[src/rtl/dcr_pkg.sv]
package dcr_pkg;
  localparam int ADDR_W = 2;

  localparam logic [ADDR_W-1:0] AD_COUNT  = 2'd0;
  localparam logic [ADDR_W-1:0] AD_RELOAD = 2'd1;
  localparam logic [ADDR_W-1:0] AD_CTRL   = 2'd2;
  localparam logic [ADDR_W-1:0] AD_STATUS = 2'd3;

  // bit positions that software decodes
  localparam int IE_BIT   = 26;
  localparam int ARE_BIT  = 22;
  localparam int STAT_BIT = 27;
endpackage

[src/rtl/dcr_count_core.sv]
module dcr_count_core #(
  parameter int DATA_W = 32
) (
  input  logic              clk,
  input  logic              rst_n,
  input  logic              tick,
  input  logic              load,
  input  logic [DATA_W-1:0] load_val,
  input  logic              auto_en,
  input  logic [DATA_W-1:0] reload_val,
  output logic [DATA_W-1:0] count,
  output logic              expire
);
  localparam logic [DATA_W-1:0] ONE  = DATA_W'(1);
  localparam logic [DATA_W-1:0] ZERO = '0;

  logic at_one;
  logic use_reload;

  assign at_one     = (count == ONE);
  assign expire     = tick && !load && at_one;
  assign use_reload = auto_en && (reload_val != ZERO);

  always_ff @(posedge clk or negedge rst_n) begin
    if (!rst_n) begin
      count <= ZERO;
    end else if (load) begin
      count <= load_val;
    end else if (tick && (count != ZERO)) begin
      if (at_one && use_reload) count <= reload_val;
      else                      count <= count - ONE;
    end
  end


  tick_hold_chk: assert property (@(posedge clk) disable iff (!rst_n)
    (!tick && !load) |=> $stable(count));


  zero_park_chk: assert property (@(posedge clk) disable iff (!rst_n)
    ((count == ZERO) && !load) |=> (count == ZERO));


  reload_take_chk: assert property (@(posedge clk) disable iff (!rst_n)
    (expire && auto_en && (reload_val != ZERO)) |=> (count == $past(reload_val)));


  load_wins_chk: assert property (@(posedge clk) disable iff (!rst_n)
    load |=> (count == $past(load_val)));
endmodule

[src/rtl/dcr_ctrl_regs.sv]
module dcr_ctrl_regs #(
  parameter int DATA_W = 32
) (
  input  logic              clk,
  input  logic              rst_n,
  input  logic              wr_reload,
  input  logic              wr_ctrl,
  input  logic              wr_status,
  input  logic [DATA_W-1:0] wr_data,
  input  logic              expire,
  output logic [DATA_W-1:0] reload_val,
  output logic              int_en,
  output logic              auto_en,
  output logic              status
);
  import dcr_pkg::*;

  logic clr_req;
  assign clr_req = wr_status && wr_data[STAT_BIT];

  always_ff @(posedge clk or negedge rst_n) begin
    if (!rst_n) begin
      reload_val <= '0;
      int_en     <= 1'b0;
      auto_en    <= 1'b0;
      status     <= 1'b0;
    end else begin
      if (wr_reload) reload_val <= wr_data;
      if (wr_ctrl) begin
        int_en  <= wr_data[IE_BIT];
        auto_en <= wr_data[ARE_BIT];
      end
      if (expire)       status <= 1'b1;
      else if (clr_req) status <= 1'b0;
    end
  end


  expire_sets_chk: assert property (@(posedge clk) disable iff (!rst_n)
    expire |=> status);


  w1c_clear_chk: assert property (@(posedge clk) disable iff (!rst_n)
    (clr_req && !expire) |=> !status);


  zero_write_keeps_chk: assert property (@(posedge clk) disable iff (!rst_n)
    (status && wr_status && !wr_data[STAT_BIT]) |=> status);
endmodule

[src/rtl/dcr_decrementer.sv]
module dcr_decrementer #(
  parameter int DATA_W = 32
) (
  input  logic                       clk,
  input  logic                       rst_n,
  input  logic                       rate_tick,
  input  logic                       reg_wr_en,
  input  logic [dcr_pkg::ADDR_W-1:0] reg_wr_addr,
  input  logic [DATA_W-1:0]          reg_wr_data,
  input  logic [dcr_pkg::ADDR_W-1:0] reg_rd_addr,
  output logic [DATA_W-1:0]          reg_rd_data,
  output logic                       irq
);
  import dcr_pkg::*;

  logic              wr_count, wr_reload, wr_ctrl, wr_status;
  logic [DATA_W-1:0] count, reload_val;
  logic              expire, int_en, auto_en, status;

  assign wr_count  = reg_wr_en && (reg_wr_addr == AD_COUNT);
  assign wr_reload = reg_wr_en && (reg_wr_addr == AD_RELOAD);
  assign wr_ctrl   = reg_wr_en && (reg_wr_addr == AD_CTRL);
  assign wr_status = reg_wr_en && (reg_wr_addr == AD_STATUS);

  dcr_count_core #(.DATA_W(DATA_W)) u_core (
    .clk        (clk),
    .rst_n      (rst_n),
    .tick       (rate_tick),
    .load       (wr_count),
    .load_val   (reg_wr_data),
    .auto_en    (auto_en),
    .reload_val (reload_val),
    .count      (count),
    .expire     (expire)
  );

  dcr_ctrl_regs #(.DATA_W(DATA_W)) u_regs (
    .clk        (clk),
    .rst_n      (rst_n),
    .wr_reload  (wr_reload),
    .wr_ctrl    (wr_ctrl),
    .wr_status  (wr_status),
    .wr_data    (reg_wr_data),
    .expire     (expire),
    .reload_val (reload_val),
    .int_en     (int_en),
    .auto_en    (auto_en),
    .status     (status)
  );

  assign irq = status && int_en;

  always_comb begin
    reg_rd_data = '0;
    unique case (reg_rd_addr)
      AD_COUNT:  reg_rd_data = count;
      AD_RELOAD: reg_rd_data = reload_val;
      AD_CTRL: begin
        reg_rd_data[IE_BIT]  = int_en;
        reg_rd_data[ARE_BIT] = auto_en;
      end
      default:   reg_rd_data[STAT_BIT] = status;
    endcase
  end


  irq_gate_chk: assert property (@(posedge clk) disable iff (!rst_n)
    (wr_ctrl && !reg_wr_data[IE_BIT]) |=> !irq);
endmodule

[config.mk]
export PLATFORM = sky130hd
export DESIGN_NAME = dcr_decrementer
export DESIGN_NICKNAME = d
export VERILOG_FILES = /design/src/rtl/dcr_pkg.sv /design/src/rtl/dcr_count_core.sv /design/src/rtl/dcr_ctrl_regs.sv /design/src/rtl/dcr_decrementer.sv
export SDC_FILE = /design/constraint.sdc
export NUM_CORES = 1
export LEC_CHECK = 0
export BUFFER_PORTS_ARGS = -buffer_cell sky130_fd_sc_hd__buf_2
export CAP_MARGIN = 15
export CORE_UTILIZATION = 40
export CTS_CLUSTER_SIZE = 14
export DETAILED_ROUTE_END_ITERATION = 16
export SLEW_MARGIN = 5
export SYNTH_ARGS = -nofsm -noshare
export SYNTH_HDL_FRONTEND = slang
export SYNTH_SLANG_ARGS = --single-unit
[constraint.sdc]
create_clock -name clk -period 5.4 [get_ports clk]
set_input_delay 0.27 -clock clk [delete_from_list [all_inputs] [get_ports clk]]
set_output_delay 0.27 -clock clk [all_outputs]
set_load 0.005 [all_outputs]
Yosys cells after proc, flatten, opt, wreduce, memory -nomap -nowiden:

Cells that the tools add are included.

* add/sub/neg operators: 1
* equality and inequality tests: 6
* muxes and demuxes: 11
* reduce and logical (&&, ||, !) cells: 18

Operators with widths (number)
* $mux W32: 3
* $reduce_bool A32 Y1: 2
* $pmux W22 S2: 1
* $eq A32 B1 Y1 const B: 1
* $sub A32 B1 Y32 const B: 1
* $logic_and A1 B1 Y1: 11
* $pmux W1 S3: 3
* $pmux W4 S2: 1
* $eq A2 B2 Y1 const B: 3
* $pmux W3 S2: 1
* $eq A2 B1 Y1 const B: 2
* $logic_not A2 Y1: 2
* $reduce_bool A2 Y1: 2
* $mux W1: 2
* $logic_not A1 Y1: 1

* register bits after elaboration: 67
* output and inout port bits: 33
* logic and storage cells: 41

Depth between registers and ports, before layout:

* word-level depth: 6
* gate-level depth with buffers: 8

Cells and area by module:

From an unflattened synthesis, not the netlist that was laid out.

* cell total of the unflattened synthesis: 445
* area total of the unflattened synthesis: 4460.5 µm²

Modules (own cells, without submodules)
* dcr_count_core: instances 1, cells an instance 290, area each 2417.3 µm²
* dcr_ctrl_regs: instances 1, cells an instance 75, area each 1453.9 µm²
* dcr_decrementer: instances 1, cells an instance 80, area each 589.3 µm²

Worst setup path after synthesis:

Ideal clock, no wire load.

* kind: reg2reg
* start point: reg u_core.count[16]
* end point: reg u_core.count[23]
* library setup time: 126 ps
* data arrival time: 2092 ps
* slack: 3182 ps
* stages on the path, launching flop included: 8
* path buffers: 1
* period minus slack after synthesis: 2218 ps
* cells stage by stage: dfrtp_1 -> buf_6 -> or4_1 -> or3_1 -> nor4_1 -> xnor2_1 -> o21ai_1 -> a221o_1

* cells in the longest elaborated chain, start to end: 5

Ends and longest elaborated chain
* from (decl): RTL line dcr_count_core.sv:11 `output logic [DATA_W-1:0] count,`
* from (signal assigned): RTL line dcr_count_core.sv:28 `count <= load_val;`
* from (signal assigned): RTL line dcr_count_core.sv:30 `if (at_one && use_reload) count <= reload_val;`
* from (signal assigned): RTL line dcr_count_core.sv:31 `else count <= count - ONE;`
* parallel branches: the longest is 5 deep, another holds $sub A32 B1 Y32

Parallel ways; which one is timed is not known. The select of a mux whose other input is x is not followed.
A chain may end at the register's enable or synchronous reset.

Worst setup path in the final report:

* start point: reg u_core.count[16]
* end point: reg u_core.count[15]

* cells in the longest elaborated chain, start to end: 5

Ends and longest elaborated chain
* $eq A32 B1 Y1: RTL line dcr_count_core.sv:20 `assign at_one = (count == ONE);`
* $logic_and A1 B1 Y1: RTL line dcr_count_core.sv:30
* $mux W32: RTL line dcr_count_core.sv:30
* $mux W32: RTL line dcr_count_core.sv:29 `end else if (tick && (count != ZERO)) begin`
* $mux W32: RTL line dcr_count_core.sv:27 `end else if (load) begin`

Several ways; a longest one is shown, not always the timed one. The select of a mux whose other input is x is not followed.

==> results_dict.tcl <==
set metrics [dict create \
    period_share_pct 58.8 \
    leakagePower_nw 2.17 \
    clk_path_buf_depth 2 \
    synthTopCellsByCount "71 x nor2_1, 67 x dfrtp_1, 44 x mux2i_1" \
    grt.total_usage_pct 23.0 \
    slowest_stage "a2111oi_4" \
    finalWorstPathRequiredPeriod_ps 3170 \
    ir_worst_vdd_mv 0.124 \
    critPathMaxStageDelay_ps 860 \
    path_clk_slew_ps 70 \
    wire_per_inst_um 18.7 \
    synthesis.nets 514 \
    min_path_type "input port to async pin" \
    antenna_found_initial 0 \
    worst_ep_arrival_time_ps 3400 \
    grt_pass1_vias 3835 \
    cap_violations 0 \
    critPathTopFamily "compound AO/OA/AOI/OAI gates" \
    post_cts_buffers 0 \
    syn_to_final_growth_pct 14.0 \
    fin_util_pct 47.8 \
    hold_viol 0 \
    async_reset_ff_share_pct 100 \
    n_fill_cell 1018 \
    synth_top_cells_by_area "dfrtp_1 38%, mux2i_1 10%, mux2_2 9.0%" \
    grt_pass1_wl_mm 20.3 \
    p_per_area_nw_per_um2 331 \
    num_rows 37 \
    drive_above_1_share_pct 25.2 \
    status "finished clean" \
    coreArea_um2 10500 \
    avgSynthCellArea_um2 9.35 \
    synth.cell_area_um2 4400 \
    fp.dieArea_um2 11400 \
    design_area_um2 5020 \
    rrSetupSlack_ps 2230 \
    yosysTopAreaCell "dfrtp_1" \
    grt_util_met1_pct 31.5 \
    drt_iter0_drc 204 \
    power_mw 1.66 \
    ys_warn_count 0 \
    cts_root_buf "clkbuf_8" \
    nets 567 \
    port_buffers 72 \
    ctsHoldBuffers 0 \
    finalSetupTns_ps 0 \
    crit_type "flop to flop" \
    globalplace.congestion 0.905 \
    ys_seq_area_share_pct 38.1 \
    place_area_um2 4810 \
    register_area_um2 1680 \
    yosysTopAreaCellShare_pct 38.1 \
    die_h_um 107 \
    grt_overflow 0 \
    synth_edf_count 0 \
    whs_ps 138 \
    clock_sinks 67 \
    grt_setup_unrepaired "no" \
    cp.buffers_inverters 1 \
    dpl.hpwl_mm 8.48 \
    cp-end-kind "flop" \
    top_usage_layer "met2" \
    htreeDepth 3 \
    io_pins 73 \
    ant_nets 0 \
    post_cts_resized 0 \
    ys_types 51 \
    n_antenna_cell 0 \
    grt_use_met3_pct 4.19 \
    clk_latency_ps 340 \
    vias 3850 \
    cts_tree "done" \
    routed_wl_mm 12.4 \
    max_freq_mhz 315 \
    path_cells "nor4_4 -> nand4_1 -> a2111oi_4 -> buf_4 -> o21ai_1 -> a221o_1" \
    synthFlopType "dfrtp_1" \
    slew_viol_final 0 \
    ys_ff_latch 67 \
    multi_input_area_um2 2540 \
    startpoint_type "flop" \
    relSlewSlack_pct 28.9 \
    cts_inserted_buffers 9 \
    setup_viol_count_final 0 \
    met2_usage_pct 36.9 \
    tightestPinTransition_ps 1070 \
    required_ps 5630 \
    start_util_pct 41.9 \
    drc 0 \
    cp_max_fo 35 \
    viasPerCell 5.80 \
    grt_max_degree 68 \
    die_w_um 107 \
    synth.most_common_cell "nor2_1" \
    clock_skew_ps 3.96 \
    syn_inst 471 \
    dr.pass1.iters 5 \
]
-- placed cells by master, fill, tap and decap left out, types with 3 or more instances in the layout --
| cell | instances |
|---|---|
| buf_2 | 72 |
| nor2_1 | 71 |
| dfrtp_1 | 67 |
| mux2i_1 | 44 |
| mux2_2 | 35 |
| a21oi_1 | 30 |
| nand2_1 | 21 |
| xor2_1 | 19 |
| nor3_1 | 18 |
| nor4_1 | 18 |
| o22ai_1 | 18 |
| clkbuf_8 | 10 |
| nand4_1 | 8 |
| inv_1 | 7 |
| xnor2_1 | 7 |
| o21ai_1 | 7 |
| nor3b_1 | 6 |
| a221o_1 | 6 |
| or3_1 | 5 |
| buf_4 | 5 |
| o21ai_0 | 4 |
| nand3_1 | 4 |
| nand3b_1 | 3 |
| and3_1 | 3 |
| ha_1 | 3 |
| clkbuf_1 | 3 |
-- flip-flops by register name, indices dropped and copies added, names as in the netlist --
signal / cells
u_core.count: 32
u_regs.reload_val: 32
u_regs.auto_en: 1
u_regs.int_en: 1
u_regs.status: 1
-- path summary, 6_finish.rpt --
path                                               from                           endpoint  cells after the start
min in group clk                        reg_wr_data[13]       u_core.count[13]$_DFFE_PN0P_                      2
max                        u_core.count[16]$_DFFE_PN0P_       u_core.count[15]$_DFFE_PN0P_                      6
min                                               rst_n  u_regs.reload_val[29]$_DFFE_PN0P_                      2
min reg2reg                   u_regs.status$_DFFE_PN0P_          u_regs.status$_DFFE_PN0P_                      2
max in group asynchronous                         rst_n  u_regs.reload_val[12]$_DFFE_PN0P_                      2
max reg2reg                u_core.count[16]$_DFFE_PN0P_       u_core.count[15]$_DFFE_PN0P_                      6
-- per-layer routing --
| metal | vias to the layer above | part of all wire (%) | routed length [um] |
|---|---|---|---|
| met2 | 129 | 47 | 5780 |
| met1 | 1882 | 46 | 5760 |
| met4 | 0 | 1.3 | 160 |
| met5 | - | 0 | 0 |
| met3 | 14 | 5.7 | 712 |
| li1 | 1825 | - | - |
-- power by group --
part | switching, mW | total [mW] | leakage [nW] | internal [mW]
Clock | 0.184 | 0.455 | 0.104 | 0.271
Sequential | 0.171 | 0.773 | 0.805 | 0.602
Combinational | 0.213 | 0.433 | 1.26 | 0.220
Total | 0.568 | 1.66 | 2.17 | 1.09
-- through the flow --
| stage | setup slack [ps] | std cells |
|---|---|---|
| 6_report | 2230 | 664 |
| 3_3_place_gp | 2290 | 649 |
| 3_5_place_dp | 2230 | 649 |
| 2_1_floorplan | 3180 | 471 |
| 5_1_grt | 1960 | 664 |
| 4_1_cts | 2200 | 664 |
-- logic make-up after synthesis --
kind of cell,count (synthesis),share of synthesized area (%)
xor+xnor,26,5.17
mux,79,19.0
simple gates,173,20.3
fa+ha+maj,3,0.853
buf+inv,42,4.66
compound gates,81,12.0
flops,67,38.1
-- final cells by class --
type / instances / area share (%)
Multi-Input combinational cell: 362 / 50.6
Sequential cell: 67 / 33.4
Timing Repair Buffer: 77 / 7.93
Tap cell: 136 / 3.39
Clock buffer: 13 / 2.97
Clock inverter: 2 / 1.20
Inverter: 7 / 0.523
Note: power is estimated with default switching activity, not from simulation.
